File: config.mk
export PLATFORM = sky130hd
export DESIGN_NAME = asid_tlb
export DESIGN_NICKNAME = d
export VERILOG_FILES = /design/src/rtl/tlb_pkg.sv /design/src/rtl/tlb_first.sv /design/src/rtl/tlb_cam.sv /design/src/rtl/tlb_alloc.sv /design/src/rtl/asid_tlb.sv
export SDC_FILE = /design/constraint.sdc
export NUM_CORES = 2
export LEC_CHECK = 0
export BUFFER_PORTS_ARGS = -buffer_cell sky130_fd_sc_hd__buf_2
export CELL_PAD_IN_SITES_DETAIL_PLACEMENT = 1
export CELL_PAD_IN_SITES_GLOBAL_PLACEMENT = 2
export CORE_MARGIN = 4
export CORE_UTILIZATION = 48
export CTS_CLUSTER_DIAMETER = 40
export CTS_CLUSTER_SIZE = 28
export DETAILED_ROUTE_END_ITERATION = 10
export GPL_ROUTABILITY_DRIVEN = 0
export PLACE_DENSITY = 0.92
export SLEW_MARGIN = 20
export SYNTH_ARGS = -nofsm -noshare
export SYNTH_HDL_FRONTEND = slang
export SYNTH_SLANG_ARGS = --single-unit
File: constraint.sdc
create_clock -name clk -period 30.6 [get_ports clk]
set_input_delay 4.59 -clock clk [delete_from_list [all_inputs] [get_ports clk]]
set_output_delay 4.59 -clock clk [all_outputs]
set_load 0.03 [all_outputs]
File: src/rtl/tlb_pkg.sv
package tlb_pkg;

  typedef enum logic [1:0] {
    PG_4K  = 2'd0,
    PG_2M  = 2'd1,
    PG_1G  = 2'd2,
    PG_RSV = 2'd3
  } pg_size_e;

  typedef enum logic [1:0] {
    INV_ALL  = 2'd0,
    INV_TAG  = 2'd1,
    INV_ADDR = 2'd2,
    INV_NOP  = 2'd3
  } inv_kind_e;

  localparam int unsigned LVL_BITS = 9;

  // Reserved size code behaves as the smallest page.
  function automatic logic [1:0] size_norm(logic [1:0] s);
    return (s == PG_RSV) ? PG_4K : s;
  endfunction

  // Number of low virtual page bits that lie inside a page of this size.
  function automatic int unsigned size_shift(logic [1:0] s);
    case (s)
      PG_2M:   return LVL_BITS;
      PG_1G:   return 2 * LVL_BITS;
      default: return 0;
    endcase
  endfunction

  function automatic logic [63:0] low_ones(int unsigned n);
    return (64'd1 << n) - 64'd1;
  endfunction

endpackage

File: src/rtl/tlb_first.sv
module tlb_first #(
  parameter int N  = 16,
  localparam int IW = (N > 1) ? $clog2(N) : 1
) (
  input  logic [N-1:0]  vec,
  output logic          any,
  output logic [IW-1:0] idx
);
  always_comb begin
    any = 1'b0;
    idx = '0;
    for (int i = N - 1; i >= 0; i--) begin
      if (vec[i]) begin
        any = 1'b1;
        idx = IW'(i);
      end
    end
  end
endmodule

File: src/rtl/tlb_cam.sv
module tlb_cam
  import tlb_pkg::*;
#(
  parameter int ENTRIES = 16,
  parameter int VPN_W   = 36,
  parameter int ASID_W  = 8
) (
  input  logic [ENTRIES-1:0]             valid_q,
  input  logic [ENTRIES-1:0][ASID_W-1:0] asid_q,
  input  logic [ENTRIES-1:0][VPN_W-1:0]  vpn_q,
  input  logic [ENTRIES-1:0][1:0]        size_q,
  input  logic [VPN_W-1:0]               lk_vpn,
  input  logic [ASID_W-1:0]              lk_asid,
  input  logic [VPN_W-1:0]               fill_vpn,
  input  logic [ASID_W-1:0]              fill_asid,
  input  logic [1:0]                     fill_size,
  input  logic                           inv_valid,
  input  logic [1:0]                     inv_kind,
  input  logic [ASID_W-1:0]              inv_asid,
  input  logic [VPN_W-1:0]               inv_vpn,
  output logic [ENTRIES-1:0]             lk_hit_vec,
  output logic [ENTRIES-1:0]             fill_hit_vec,
  output logic [ENTRIES-1:0]             inv_clr_vec
);
  function automatic logic page_eq(logic [VPN_W-1:0] a, logic [VPN_W-1:0] b,
                                   logic [1:0] s);
    logic [VPN_W-1:0] keep;
    keep = ~VPN_W'(low_ones(size_shift(s)));
    return ((a ^ b) & keep) == '0;
  endfunction

  logic [1:0] fill_sz_n;
  assign fill_sz_n = size_norm(fill_size);

  for (genvar g = 0; g < ENTRIES; g++) begin : g_ent
    logic tag_lk, tag_fill, tag_inv, addr_inv, clr_sel;
    assign tag_lk   = asid_q[g] == lk_asid;
    assign tag_fill = asid_q[g] == fill_asid;
    assign tag_inv  = asid_q[g] == inv_asid;
    assign addr_inv = page_eq(vpn_q[g], inv_vpn, size_q[g]);

    always_comb begin
      case (inv_kind)
        INV_ALL:  clr_sel = 1'b1;
        INV_TAG:  clr_sel = tag_inv;
        INV_ADDR: clr_sel = tag_inv && addr_inv;
        default:  clr_sel = 1'b0;
      endcase
    end

    assign lk_hit_vec[g]   = valid_q[g] && tag_lk && page_eq(vpn_q[g], lk_vpn, size_q[g]);
    assign fill_hit_vec[g] = valid_q[g] && tag_fill && (size_q[g] == fill_sz_n)
                             && page_eq(vpn_q[g], fill_vpn, fill_sz_n);
    assign inv_clr_vec[g]  = inv_valid && valid_q[g] && clr_sel;
  end
endmodule

File: src/rtl/tlb_alloc.sv
module tlb_alloc #(
  parameter int ENTRIES = 16,
  localparam int IW = (ENTRIES > 1) ? $clog2(ENTRIES) : 1
) (
  input  logic [ENTRIES-1:0] fill_hit_vec,
  input  logic [ENTRIES-1:0] valid_q,
  input  logic [IW-1:0]      rr_ptr,
  output logic [IW-1:0]      alloc_idx,
  output logic               need_evict,
  output logic [ENTRIES-1:0] alloc_onehot
);
  logic          match_any, free_any;
  logic [IW-1:0] match_idx, free_idx;

  tlb_first #(.N(ENTRIES)) u_match (.vec(fill_hit_vec), .any(match_any), .idx(match_idx));
  tlb_first #(.N(ENTRIES)) u_free  (.vec(~valid_q),     .any(free_any),  .idx(free_idx));

  always_comb begin
    if (match_any)     alloc_idx = match_idx;
    else if (free_any) alloc_idx = free_idx;
    else               alloc_idx = rr_ptr;
  end

  assign need_evict   = !match_any && !free_any;
  assign alloc_onehot = ENTRIES'(1) << alloc_idx;
endmodule

File: src/rtl/asid_tlb.sv
module asid_tlb
  import tlb_pkg::*;
#(
  parameter int ENTRIES = 16,
  parameter int VPN_W   = 36,
  parameter int PPN_W   = 28,
  parameter int ASID_W  = 8,
  parameter int PERM_W  = 4
) (
  input  logic              clk,
  input  logic              rst_n,
  input  logic              lk_valid,
  input  logic [VPN_W-1:0]  lk_vpn,
  input  logic [ASID_W-1:0] lk_asid,
  output logic              rsp_valid,
  output logic              rsp_hit,
  output logic [PPN_W-1:0]  rsp_ppn,
  output logic [PERM_W-1:0] rsp_perm,
  output logic [1:0]        rsp_size,
  input  logic              fill_valid,
  input  logic [VPN_W-1:0]  fill_vpn,
  input  logic [ASID_W-1:0] fill_asid,
  input  logic [1:0]        fill_size,
  input  logic [PPN_W-1:0]  fill_ppn,
  input  logic [PERM_W-1:0] fill_perm,
  input  logic              inv_valid,
  input  logic [1:0]        inv_kind,
  input  logic [ASID_W-1:0] inv_asid,
  input  logic [VPN_W-1:0]  inv_vpn
);
  localparam int IW = (ENTRIES > 1) ? $clog2(ENTRIES) : 1;

  // Entry storage
  logic [ENTRIES-1:0]             valid_q;
  logic [ENTRIES-1:0][ASID_W-1:0] asid_q;
  logic [ENTRIES-1:0][VPN_W-1:0]  vpn_q;
  logic [ENTRIES-1:0][1:0]        size_q;
  logic [ENTRIES-1:0][PPN_W-1:0]  ppn_q;
  logic [ENTRIES-1:0][PERM_W-1:0] perm_q;
  logic [IW-1:0]                  rr_q;

  // Named internal events
  logic [ENTRIES-1:0] lk_hit_vec, fill_hit_vec, inv_clr_vec, alloc_onehot;
  logic               lk_any, need_evict, fill_do, evict_do;
  logic [IW-1:0]      lk_idx, alloc_idx;
  logic [1:0]         fill_sz_n;
  logic [VPN_W-1:0]   fill_vpn_m;
  logic [PPN_W-1:0]   lk_ppn;

  function automatic logic [PPN_W-1:0] merge_ppn(logic [PPN_W-1:0] base,
                                                 logic [VPN_W-1:0] va,
                                                 logic [1:0] s);
    logic [PPN_W-1:0] m;
    m = PPN_W'(low_ones(size_shift(s)));
    return (base & ~m) | (PPN_W'(va) & m);
  endfunction

  tlb_cam #(.ENTRIES(ENTRIES), .VPN_W(VPN_W), .ASID_W(ASID_W)) u_cam (
    .valid_q(valid_q), .asid_q(asid_q), .vpn_q(vpn_q), .size_q(size_q),
    .lk_vpn(lk_vpn), .lk_asid(lk_asid),
    .fill_vpn(fill_vpn), .fill_asid(fill_asid), .fill_size(fill_size),
    .inv_valid(inv_valid), .inv_kind(inv_kind), .inv_asid(inv_asid), .inv_vpn(inv_vpn),
    .lk_hit_vec(lk_hit_vec), .fill_hit_vec(fill_hit_vec), .inv_clr_vec(inv_clr_vec)
  );

  tlb_first #(.N(ENTRIES)) u_lk_sel (.vec(lk_hit_vec), .any(lk_any), .idx(lk_idx));

  tlb_alloc #(.ENTRIES(ENTRIES)) u_alloc (
    .fill_hit_vec(fill_hit_vec), .valid_q(valid_q), .rr_ptr(rr_q),
    .alloc_idx(alloc_idx), .need_evict(need_evict), .alloc_onehot(alloc_onehot)
  );

  assign fill_do    = fill_valid && !inv_valid;
  assign evict_do   = fill_do && need_evict;
  assign fill_sz_n  = size_norm(fill_size);
  assign fill_vpn_m = fill_vpn & ~VPN_W'(low_ones(size_shift(fill_sz_n)));
  assign lk_ppn     = merge_ppn(ppn_q[lk_idx], lk_vpn, size_q[lk_idx]);

  always_ff @(posedge clk) begin
    if (!rst_n) begin
      valid_q <= '0;
      rr_q    <= '0;
    end else begin
      valid_q <= (valid_q & ~inv_clr_vec) | (fill_do ? alloc_onehot : '0);
      if (evict_do) rr_q <= (rr_q == IW'(ENTRIES - 1)) ? '0 : rr_q + 1'b1;
    end
  end

  always_ff @(posedge clk) begin
    if (fill_do) begin
      asid_q[alloc_idx] <= fill_asid;
      vpn_q[alloc_idx]  <= fill_vpn_m;
      size_q[alloc_idx] <= fill_sz_n;
      ppn_q[alloc_idx]  <= fill_ppn;
      perm_q[alloc_idx] <= fill_perm;
    end
  end

  always_ff @(posedge clk) begin
    if (!rst_n) begin
      rsp_valid <= 1'b0;
      rsp_hit   <= 1'b0;
      rsp_ppn   <= '0;
      rsp_perm  <= '0;
      rsp_size  <= '0;
    end else begin
      rsp_valid <= lk_valid;
      rsp_hit   <= lk_valid && lk_any;
      rsp_ppn   <= (lk_valid && lk_any) ? lk_ppn : '0;
      rsp_perm  <= (lk_valid && lk_any) ? perm_q[lk_idx] : '0;
      rsp_size  <= (lk_valid && lk_any) ? size_q[lk_idx] : '0;
    end
  end
endmodule

==> metrics.md <==
| Metric | Value |
|---|---|
| Final Max Slew Viols | `0` |
| Core box area | `151,000 um2` |
| Biggest cell delay along the critical path | `1110 ps` |
| Die area | `159,000 um2` |
| RR Startpoint | `size_q[20]` |
| Clock share of power | `0.493` |
| DRT Pass-1 Iters | `9` |
| YS warnings | `0` |
| Critical path origin | `lk_vpn[26]` |
| Post-CTS resize count | `0` |
| Cell Int Power | `3.47 mW` |
| Crit path arrival time | `12,250 ps` |
| Layout area overhead | `13.7%` |
| Placement Rows | `142` |
| Primary FF master, synth | `edfxtp_1` |
| Crit path cell chain | `buf_2, xnor2_1, nand4_1, nor4_1, nand4_1, and3_1, o2111ai_1, a21boi_4, buf_4, mux4_2, mux2i_1, mux2i_1, o31a_1, ha_1, nand2_1, nand3_1, o22ai_1, a211o_1` |
| Horiz. Die Dim | `398 um` |
| Buffers & Inverters on Critical Path | `2` |
| Leading area contributor after synthesis | `edfxtp_1` |
| Syn Area/Cell | `12.5 um2` |
| Nature of the critical path startpoint | `input pin` |
| Worst Path Max Fanout | `51` |
| Maximum clock frequency | `0.0869 GHz` |
| Final setup violation count | `0` |
| Unrepaired setup endpoints after global routing | `no` |
| Initial Util | `0.485` |
| Root buffer cell | `clkbuf_16` |
| Fin Setup TNS | `0 ps` |
| Slew HR | `0.102` |
| Clock buffer depth | `3` |
| Worst Hold Class | `flop to flop` |
| CTS sink count | `1,304` |
| Ports | `209` |
| Min Tclk post-route | `11,510 ps` |
| GR Overflow Total | `0` |
| DP HPWL | `218,000 um` |
| Port bufs | `208` |
| Die height | `398 um` |
| Delay-heaviest family, CP | `simple AND/OR/NAND/NOR gates` |
| Top-area cell type share of the netlist area | `0.512` |
| Most common cell in the netlist | `xnor2_1` |
| Least-Margin Pin Slew | `1330 ps` |
| Sw frac | `0.268` |
| Status | `completed` |
| Worst-path clk slew | `80 ps` |
| Final period util | `0.376` |
| GRT Total Usage | `0.425` |
| CTS H-tree lvls | `4` |
| Vias in the first global route | `59,200` |
| Placed cell area | `76,200 um2` |
| Maximum vdd ir drop | `58.5 uV` |
| Hold Buf Count CTS | `0` |
| Vias per cell | `7.18` |
| Initial antenna violation count | `26` |
| TritonCTS Buffers | `191` |
| HP Start | `rr_q[3]` |
| Clk_lat worst skew | `890 ps` |
| Post-CTS Setup Bufs | `0` |
| Netlist Area Pre-Place | `73,100 um2` |
| Hold Slack | `530 ps` |
| Syn Nets | `6,040` |
| Setup CP Type | `input pin to flop` |
| Antenna Violating Nets Remaining | `0` |
| Power share of the combinational group | `0.090` |
| First-pass GRT wire length | `470,000 um` |
| Post-route cell area | `83,200 um2` |
| CTS tree | `built` |
| Commonest cells post-synth | `1,315 x xnor2_1, 1,248 x edfxtp_1, 809 x xor2_1` |
| Synth Instances | `5,828` |
| Ys async rst share | `0` |
| Setup crit end kind | `flop` |
| Flop pwr share | `0.416` |
| Max-cap violations | `0` |
| Setup Skew | `88.7 ps` |
| PwrDens | `57.0 nW/um2` |
| Post-synth EDFFs | `1,248` |
| Initial DRC Count | `10,400` |
| Hold Fails Final Rpt | `0` |
| DRC Markers | `0` |
| Via count | `59,100` |
| CP required | `31,350 ps` |
| Share of the yosys chip area belonging to registers | `0.528` |
| Switching power | `1.27 mW` |
| CP max-delay cell | `nor4_1` |
| Layout cells sized above 1 | `0.140` |
| DR WL/cell | `42.1 um` |
| Yosys reg bits | `1,304` |
| Number of library cell types mapped by synthesis | `84` |
| P_leak | `27.2 nW` |
| Largest net degree at the start of global routing | `76` |
| Final WL | `346,000 um` |
| Nets | `6,234` |
| Area contributors post-synth | `edfxtp_1 51%, xnor2_1 16%, xor2_1 9.7%` |
==> per-layer routing <==
metal | vias up | wire (um) | track usage
met5 | - | 1330 | 0.0610
met4 | 24 | 33300 | 0.319
met3 | 1911 | 56500 | 0.204
met2 | 5915 | 140000 | 0.592
met1 | 29400 | 115000 | 0.500
li1 | 21800 | - | -
==> final timing paths <==
path                  to  slack [ps]  cells after the start
max          rsp_ppn[23]       19090                     18
min              rr_q[3]         530                      2
max reg2reg  rsp_ppn[23]       22190                     17
min reg2reg      rr_q[3]         530                      2
==> registers in the layout, indices dropped and copies added (netlist names) <==
name / flops
asid_q: 128
perm_q: 64
ppn_q: 448
rr_q: 4
rsp_hit: 1
rsp_perm: 4
rsp_ppn: 28
rsp_size: 2
rsp_valid: 1
size_q: 32
valid_q: 16
vpn_q: 576
==> cells in the final DEF (no fill, tap or decap), types with 22 or more instances in the layout <==
master and n:
a211o_1 22, a21oi_1 66, a221o_1 28, a31oi_1 39, a41oi_1 24, and2_1 28, buf_2 208, buf_4 136
clkbuf_16 200, clkinvlp_4 27, dfxtp_1 56, diode_2 25, edfxtp_1 1248, ha_1 37, inv_1 63, inv_6 36
mux2_2 83, mux2i_1 191, mux4_2 23, nand2_1 127, nand3_1 104, nand4_1 372, nor2_1 83, nor3_1 81
nor4_1 245, o21ai_0 88, o22ai_1 38, xnor2_1 1315, xor2_1 809
==> cells by family after synthesis <==
kind of cell             after synthesis  synth area share
XOR/XNOR                            2124             0.254
flip-flops                          1304             0.528
AND/OR/NAND/NOR                     1175            0.0921
AO/OA/AOI/OAI                        470            0.0453
buffers and inverters                419            0.0279
multiplexers                         297            0.0460
adder cells (fa/ha/maj)               39           0.00667
==> through the flow <==
stage / total power [mW] / cells / util / setup WS, ps
after floorplan: 2.23 / 5828 / - / 17330
after global placement: 2.38 / 7839 / 0.505 / 19190
after detailed placement: 2.40 / 7839 / 0.505 / 19060
after CTS: 4.70 / 8198 / 0.550 / 19790
after global routing: 4.82 / 8216 / 0.552 / 19300
final: 4.75 / 8229 / 0.552 / 19090
==> cell type report <==
cell class                 count  area (um2)
timing repair buffer         350        2180
sequential                  1304       38600
tap                         2016        2520
clock inverter               148        1660
fill                       15100       67500
clock buffer                 211        5110
multi-input combinational   4105       32800
inverter                      70         275
antenna                       25        62.6
==> worst min-delay path: cells and delay by family (launching register included) <==
family / cells / cell delay [ps]
flip-flops: 1 / 340
AO/OA/AOI/OAI: 2 / 140
==> power by group through the flow <==
stage / logic (mW) / clock network, mW / registers [mW]
floorplan: 0.220 / 0 / 2.01
global placement: 0.374 / 0 / 2.01
detailed placement: 0.386 / 0 / 2.01
CTS: 0.394 / 2.33 / 1.97
global route: 0.423 / 2.42 / 1.97
finish: 0.429 / 2.34 / 1.98
(Power assumes the default switching activity.)
